`src/rtl/wfb_pkg.sv`:
```
package wfb_pkg;
  localparam int unsigned ELEM_W_D  = 32;
  localparam int unsigned WIN_LEN_D = 3;
  localparam int unsigned DEPTH_D   = 4;
  localparam int unsigned CNT_W_D   = 16;
  localparam int unsigned ADDR_W_D  = 16;
endpackage

```
`src/rtl/wfb_req_gen.sv`:
```
module wfb_req_gen #(
  parameter int unsigned CNT_W   = 16,
  parameter int unsigned ADDR_W  = 16,
  parameter int unsigned DEPTH   = 4,
  parameter int unsigned WIN_LEN = 3
) (
  input  logic              clk_i,
  input  logic              rst_ni,
  input  logic              start_i,
  input  logic [CNT_W-1:0]  iter_cnt_i,
  input  logic              mem_ready_i,
  input  logic              pop_i,
  output logic              mem_req_o,
  output logic [ADDR_W-1:0] mem_addr_o
);
  localparam int unsigned KW  = (WIN_LEN > 2) ? $clog2(WIN_LEN) : 1;
  localparam int unsigned CRW = $clog2(DEPTH + 1);

  logic             active_q;
  logic [CNT_W-1:0] win_idx_q, last_idx_q;
  logic [KW-1:0]    elem_q;
  logic [CRW-1:0]   credit_q;
  logic             acc, first_acc;

  // a window's first read reserves a FIFO slot
  assign mem_req_o  = active_q && ((elem_q != '0) || (credit_q < CRW'(DEPTH)));
  assign mem_addr_o = ADDR_W'(win_idx_q) + ADDR_W'(elem_q);
  assign acc        = mem_req_o && mem_ready_i;
  assign first_acc  = acc && (elem_q == '0);

  always_ff @(posedge clk_i or negedge rst_ni) begin
    if (!rst_ni) begin
      active_q   <= 1'b0;
      win_idx_q  <= '0;
      last_idx_q <= '0;
      elem_q     <= '0;
    end else if (start_i) begin
      active_q   <= (iter_cnt_i != '0);
      win_idx_q  <= '0;
      last_idx_q <= iter_cnt_i - CNT_W'(1);
      elem_q     <= '0;
    end else if (acc) begin
      if (elem_q == KW'(WIN_LEN - 1)) begin
        elem_q <= '0;
        if (win_idx_q == last_idx_q) active_q <= 1'b0;
        else win_idx_q <= win_idx_q + CNT_W'(1);
      end else begin
        elem_q <= elem_q + KW'(1);
      end
    end
  end

  always_ff @(posedge clk_i or negedge rst_ni) begin
    if (!rst_ni) credit_q <= '0;
    else credit_q <= credit_q + CRW'(first_acc) - CRW'(pop_i);
  end

  assert_credit_bound_R4: assert property (@(posedge clk_i) disable iff (!rst_ni)
    credit_q <= CRW'(DEPTH));
  assert_req_hold_R5: assert property (@(posedge clk_i) disable iff (!rst_ni)
    (mem_req_o && !mem_ready_i && !start_i) |=> (mem_req_o && $stable(mem_addr_o)));
endmodule

```
`src/rtl/wfb_win_asm.sv`:
```
module wfb_win_asm #(
  parameter int unsigned ELEM_W  = 32,
  parameter int unsigned WIN_LEN = 3
) (
  input  logic                      clk_i,
  input  logic                      rst_ni,
  input  logic                      rsp_valid_i,
  input  logic [ELEM_W-1:0]         rsp_data_i,
  output logic                      push_o,
  output logic [WIN_LEN*ELEM_W-1:0] win_o
);
  localparam int unsigned KW = (WIN_LEN > 2) ? $clog2(WIN_LEN) : 1;

  logic [KW-1:0]     slot_q;
  logic [ELEM_W-1:0] part_q [WIN_LEN-1];

  assign push_o = rsp_valid_i && (slot_q == KW'(WIN_LEN - 1));

  for (genvar j = 0; j < WIN_LEN - 1; j++) begin : g_pack
    assign win_o[j*ELEM_W +: ELEM_W] = part_q[j];
    always_ff @(posedge clk_i or negedge rst_ni) begin
      if (!rst_ni) part_q[j] <= '0;
      else if (rsp_valid_i && slot_q == KW'(j)) part_q[j] <= rsp_data_i;
    end
  end
  assign win_o[(WIN_LEN-1)*ELEM_W +: ELEM_W] = rsp_data_i;

  always_ff @(posedge clk_i or negedge rst_ni) begin
    if (!rst_ni) slot_q <= '0;
    else if (rsp_valid_i) slot_q <= push_o ? '0 : slot_q + KW'(1);
  end
endmodule

```
`src/rtl/wfb_fifo.sv`:
```
module wfb_fifo #(
  parameter int unsigned WIDTH = 96,
  parameter int unsigned DEPTH = 4
) (
  input  logic             clk_i,
  input  logic             rst_ni,
  input  logic             push_i,
  input  logic [WIDTH-1:0] din_i,
  input  logic             pop_i,
  output logic [WIDTH-1:0] dout_o,
  output logic             empty_o,
  output logic             full_o
);
  localparam int unsigned AW = (DEPTH > 1) ? $clog2(DEPTH) : 1;
  localparam int unsigned CW = $clog2(DEPTH + 1);

  logic [WIDTH-1:0] mem_q [DEPTH];
  logic [AW-1:0]    wr_q, rd_q;
  logic [CW-1:0]    cnt_q;

  assign empty_o = (cnt_q == '0);
  assign full_o  = (cnt_q == CW'(DEPTH));
  assign dout_o  = mem_q[rd_q];

  always_ff @(posedge clk_i) if (push_i) mem_q[wr_q] <= din_i;

  always_ff @(posedge clk_i or negedge rst_ni) begin
    if (!rst_ni) begin
      wr_q  <= '0;
      rd_q  <= '0;
      cnt_q <= '0;
    end else begin
      if (push_i) wr_q <= (wr_q == AW'(DEPTH - 1)) ? '0 : wr_q + AW'(1);
      if (pop_i)  rd_q <= (rd_q == AW'(DEPTH - 1)) ? '0 : rd_q + AW'(1);
      cnt_q <= cnt_q + CW'(push_i) - CW'(pop_i);
    end
  end

  assert_no_overflow_R4: assert property (@(posedge clk_i) disable iff (!rst_ni)
    push_i |-> !full_o);
  assert_no_underflow_R4: assert property (@(posedge clk_i) disable iff (!rst_ni)
    pop_i |-> !empty_o);
endmodule

```
`src/rtl/win_fifo_buf.sv`:
```
module win_fifo_buf
  import wfb_pkg::*;
#(
  parameter int unsigned ELEM_W  = ELEM_W_D,
  parameter int unsigned WIN_LEN = WIN_LEN_D,
  parameter int unsigned DEPTH   = DEPTH_D,
  parameter int unsigned CNT_W   = CNT_W_D,
  parameter int unsigned ADDR_W  = ADDR_W_D,
  localparam int unsigned WIN_W  = WIN_LEN * ELEM_W
) (
  input  logic              clk_i,
  input  logic              rst_ni,
  input  logic              start_i,
  input  logic [CNT_W-1:0]  iter_cnt_i,
  input  logic              stall_mode_i,
  output logic              mem_req_o,
  output logic [ADDR_W-1:0] mem_addr_o,
  input  logic              mem_ready_i,
  input  logic              mem_rsp_valid_i,
  input  logic [ELEM_W-1:0] mem_rsp_data_i,
  output logic              win_valid_o,
  output logic [WIN_W-1:0]  win_data_o,
  input  logic              win_ready_i,
  output logic              dp_stall_o,
  output logic              done_o
);
  logic             busy_q, done_q;
  logic [CNT_W-1:0] n_q, deliv_q;
  logic             start_ok, pop, push, empty, full;
  logic [WIN_W-1:0] asm_win;

  assign start_ok    = start_i && !busy_q;
  assign pop         = win_valid_o && win_ready_i;
  assign win_valid_o = !empty;
  assign dp_stall_o  = stall_mode_i && busy_q && empty;
  assign done_o      = done_q;

  wfb_req_gen #(.CNT_W(CNT_W), .ADDR_W(ADDR_W), .DEPTH(DEPTH), .WIN_LEN(WIN_LEN)) i_req (
    .clk_i, .rst_ni, .start_i(start_ok), .iter_cnt_i, .mem_ready_i,
    .pop_i(pop), .mem_req_o, .mem_addr_o
  );

  wfb_win_asm #(.ELEM_W(ELEM_W), .WIN_LEN(WIN_LEN)) i_asm (
    .clk_i, .rst_ni, .rsp_valid_i(mem_rsp_valid_i), .rsp_data_i(mem_rsp_data_i),
    .push_o(push), .win_o(asm_win)
  );

  wfb_fifo #(.WIDTH(WIN_W), .DEPTH(DEPTH)) i_fifo (
    .clk_i, .rst_ni, .push_i(push), .din_i(asm_win), .pop_i(pop),
    .dout_o(win_data_o), .empty_o(empty), .full_o(full)
  );

  always_ff @(posedge clk_i or negedge rst_ni) begin
    if (!rst_ni) begin
      busy_q  <= 1'b0;
      done_q  <= 1'b0;
      n_q     <= '0;
      deliv_q <= '0;
    end else if (start_ok) begin
      busy_q  <= (iter_cnt_i != '0);
      done_q  <= (iter_cnt_i == '0);
      n_q     <= iter_cnt_i;
      deliv_q <= '0;
    end else if (pop) begin
      deliv_q <= deliv_q + CNT_W'(1);
      if (deliv_q == n_q - CNT_W'(1)) begin
        busy_q <= 1'b0;
        done_q <= 1'b1;
      end
    end
  end

  assert_out_hold_R6: assert property (@(posedge clk_i) disable iff (!rst_ni)
    (win_valid_o && !win_ready_i) |=> (win_valid_o && $stable(win_data_o)));
  assert_no_win_after_done_R2: assert property (@(posedge clk_i) disable iff (!rst_ni)
    done_o |-> !win_valid_o);
  assert_no_req_after_done_R3: assert property (@(posedge clk_i) disable iff (!rst_ni)
    done_o |-> !mem_req_o);
  assert_bubble_no_stall_R7: assert property (@(posedge clk_i) disable iff (!rst_ni)
    (!stall_mode_i && !win_valid_o) |-> !dp_stall_o);
  assert_full_is_bounded_R4: assert property (@(posedge clk_i) disable iff (!rst_ni)
    full |-> !(push && !pop));
endmodule

```
`config.mk`:
```
export PLATFORM = sky130hd
export DESIGN_NAME = win_fifo_buf
export DESIGN_NICKNAME = d
export VERILOG_FILES = /design/src/rtl/wfb_pkg.sv /design/src/rtl/wfb_req_gen.sv /design/src/rtl/wfb_win_asm.sv /design/src/rtl/wfb_fifo.sv /design/src/rtl/win_fifo_buf.sv
export SDC_FILE = /design/constraint.sdc
export NUM_CORES = 1
export LEC_CHECK = 0
export ABC_CLOCK_PERIOD_IN_PS = 3900
export CAP_MARGIN = 25
export CORE_MARGIN = 2
export CORE_UTILIZATION = 41
export DETAILED_ROUTE_END_ITERATION = 6
export PLACE_DENSITY = 0.69
export SKIP_LAST_GASP = 1
export SYNTH_ARGS = -nofsm -noshare
export SYNTH_HDL_FRONTEND = slang
export SYNTH_HIERARCHICAL = 1
export SYNTH_SLANG_ARGS = --single-unit
```
`constraint.sdc`:
```
create_clock -name clk_i -period 3.9 [get_ports clk_i]
set_input_delay 1.17 -clock clk_i [delete_from_list [all_inputs] [get_ports clk_i]]
set_output_delay 1.17 -clock clk_i [all_outputs]
set_load 0.005 [all_outputs]
```
==> out/results.txt <==
The run finished with clean final reports. During synthesis, Yosys emitted a total of 6 warnings. The depth of the worst hold-timing path came out at 1. The placed wire-length estimate after detailed placement was 26400 um; the number of fillers in the final layout was 4298.

For the fmax, the log shows 265 MHz. The overall die width was 234 um. Max-capacitance violation count: 0. The worst setup path category is reg -> out.

Number of pins with negative max-slew slack in the final report: 0. For the worst setup path, the data required time is 2.73 ns. In this run the critical register-to-register path is launched from i_fifo/cnt_q[1]. The clock reaches the later pin of the worst-skew pair after 0.60 ns. Across the VDD grid, the largest voltage drop is 0.000397 V. The repair_antennas step left the layout with diodes totalling 0.

For the static leakage power, the log shows 9.11 nW. The vertical die dimension came out at 234 um. The worst register-to-register path ends at i_fifo/cnt_q[2]. The library cells used most frequently in the layout, excluding fill and tap cells, are sky130_fd_sc_hd__edfxtp_1 (384), sky130_fd_sc_hd__clkdlybuf4s50_1 (167), sky130_fd_sc_hd__dfrtp_1 (138). For the row count, the log shows 84. CTS saw 529 sinks. After the first detailed-routing iteration, the DRC count stood at 635. The number of hold-slack violations in the final timing report was 0. Of all nets on the critical path, the largest fanout is 4. Clock tree synthesis inserted a total of 55 buffers.

STA classifies the critical path startpoint as a flop. Measured in cells, the most critical reg-to-reg path has a length of 9. The logs give 69 for the maximum number of pins on one net before global-route repair and 0 for the detailed-route DRC error count. The post-synth design cell area was 21600 um2; the initial cell density of the core was 41.3%. For the pin with the worst max-slew slack, the measured transition is 0.732 ns. For the worst setup path, the data arrival time is 2.61 ns. Each instance of the synthesized netlist takes up on average 18.1 um2. Setup violations remaining at the end of the flow were counted as 0. The number of nets with antenna violations after routing came out at 0. The worst setup path is captured at an output port. The tools report the sink of the worst hold path as i_req/credit_q[0]. Summing all multi-input logic gate instances after layout gives 5820 um2.

The worst hold path belongs to the class reg -> reg. No sink is reached through more buffers than the 3 on the longest clock path. Cells with a size suffix above 1 make up 24.8% of the layout. The final layout contains routed wiring with a total length of 42900 um. The total iterations of the first detailed-routing run was 5; the worst-case setup slack after placement was 0.464 ns.

The logs give 0.819 for the final weighted congestion in routability-driven placement and 54600 um2 for the area of the die. The run gives 1454 as the net total in the final layout. The worst register-to-register path has a setup slack of 1.16 ns. The run gives 67400 um as the global-route wire length before repair. The number of antenna violations at the first check in global routing came out at 3.

The core region area is 52300 um2. The master cell of the clock root buffer was sky130_fd_sc_hd__clkbuf_16. For the relative slew slack, the log shows 50.8%. Summing over every cut layer, the via total after detailed routing is 11058. Number of I/O pins: 171. For the number of nets in the synthesized netlist, the log shows 1269.

The power density over cell area was 696 nW/um2; the level count of the clock H-tree was 2. The worst path uses 96.9% of the clock period. Global routing consumed, over all layers together, 16.1% of the routing resources. The logs give 11603 for the number of global-route vias before repair and 1195 for the cell count after synthesis.

The overflow left after global routing was 0; the growth of design area from synthesis to finish was 21.0%. After layout, the worst setup slack is 0.121 ns. The routed design could run at a clock period as short as 3.78 ns.

Setup repair after global routing could not meet its margin everywhere. The run gives 0.0166 ns as the setup skew after layout. Buffers placed on the I/O ports in this run total 170. The library cell used most frequently in the layout, excluding fill and tap cells, is sky130_fd_sc_hd__edfxtp_1. After detailed routing, the average wire length per cell comes to 20.3 um. The worst hold path begins at i_req/credit_q[0]. Overall power consumption after layout is estimated at 0.0182 W.

The tools report the count of hold-fix buffers inserted at cts as 0. TritonCTS built the clock tree. In the routed layout, each cell is associated on average with a via count of 5.23. Registers take 15200 um2. Clock-pin slew was measured on the worst setup and hold paths at 0.06 ns.
report_power, final:
part / total (W) / leakage (nW) / switching [W] / internal [W]
registers: 0.00795 / 5.22 / 0.000714 / 0.00724
clock network: 0.00551 / 0.939 / 0.00216 / 0.00335
logic: 0.00472 / 2.95 / 0.00191 / 0.00281
total: 0.0182 / 9.11 / 0.00479 / 0.0134
worst max path at each step:
| stage | startpoint | endpoint | slack [ns] | cells after the start |
|---|---|---|---|---|
| global route | i_req/win_idx_q[1] | mem_addr_o[13] | -0.02 | 7 |
| global placement | stall_mode_i | dp_stall_o | 0.45 | 3 |
| detailed placement | stall_mode_i | dp_stall_o | 0.46 | 3 |
| CTS | i_req/elem_q[1] | mem_addr_o[15] | -0.0009 | 7 |
| floorplan | mem_rsp_valid_i | i_fifo/mem_q[0][0] | 0.49 | 3 |
| finish | i_req/elem_q[0] | mem_addr_o[10] | 0.12 | 6 |
flip-flops by register name (all words and copies together), names as in the netlist:
register,flops
i_fifo/rd_q,2
i_req/win_idx_q,16
deliv_q,16
i_req/active_q,1
i_asm/slot_q,2
busy_q,1
i_req/elem_q,2
i_fifo/wr_q,2
i_req/last_idx_q,16
i_fifo/cnt_q,3
n_q,16
i_asm/win_o,64
done_o,1
i_req/credit_q,3
i_fifo/mem_q,384
repair_timing:
item,4_1_cts,5_1_grt
gates resized for setup,7,5
setup buffers,3,8
setup endpoints to repair,52,18
metrics by stage:
step	cells	utilization [%]	hold slack, ns	area [um2]	TNS, ns
final	2115	49.9	0.481	26100	0
after global placement	2000	46.0	0.463	24100	0
after CTS	2107	49.8	0.485	26000	-0.000924
after global routing	2115	49.9	0.520	26100	-0.0560
after detailed placement	2000	46.0	0.471	24100	0
after floorplan	1195	-	0.441	21600	0
final cells by class:
type	instances	share of cell area, %
Timing Repair Buffer	213	8.70
Clock inverter	33	1.62
Inverter	18	0.258
Tap cell	688	3.29
Clock buffer	71	5.81
Sequential cell	529	58.0
Multi-Input combinational cell	563	22.3
metal layers:
| layer | vias up | GRT usage, % | wire [um] |
|---|---|---|---|
| li1 | 4980 | - | - |
| met1 | 5733 | 21.8 | 18700 |
| met2 | 275 | 26.4 | 20800 |
| met3 | 64 | 4.00 | 2550 |
| met4 | 6 | 3.76 | 765 |
| met5 | - | 0 | 39 |
critical path, cell delays in order (launching register included):
cell,delay (ns)
sky130_fd_sc_hd__dfrtp_1,0.42
sky130_fd_sc_hd__ha_1,0.23
sky130_fd_sc_hd__fa_2,0.38
sky130_fd_sc_hd__and3_2,0.25
sky130_fd_sc_hd__nand3_1,0.10
sky130_fd_sc_hd__xnor2_1,0.12
sky130_fd_sc_hd__clkdlybuf4s50_1,0.52
No activity file was read; power rests on OpenSTA's default activity.
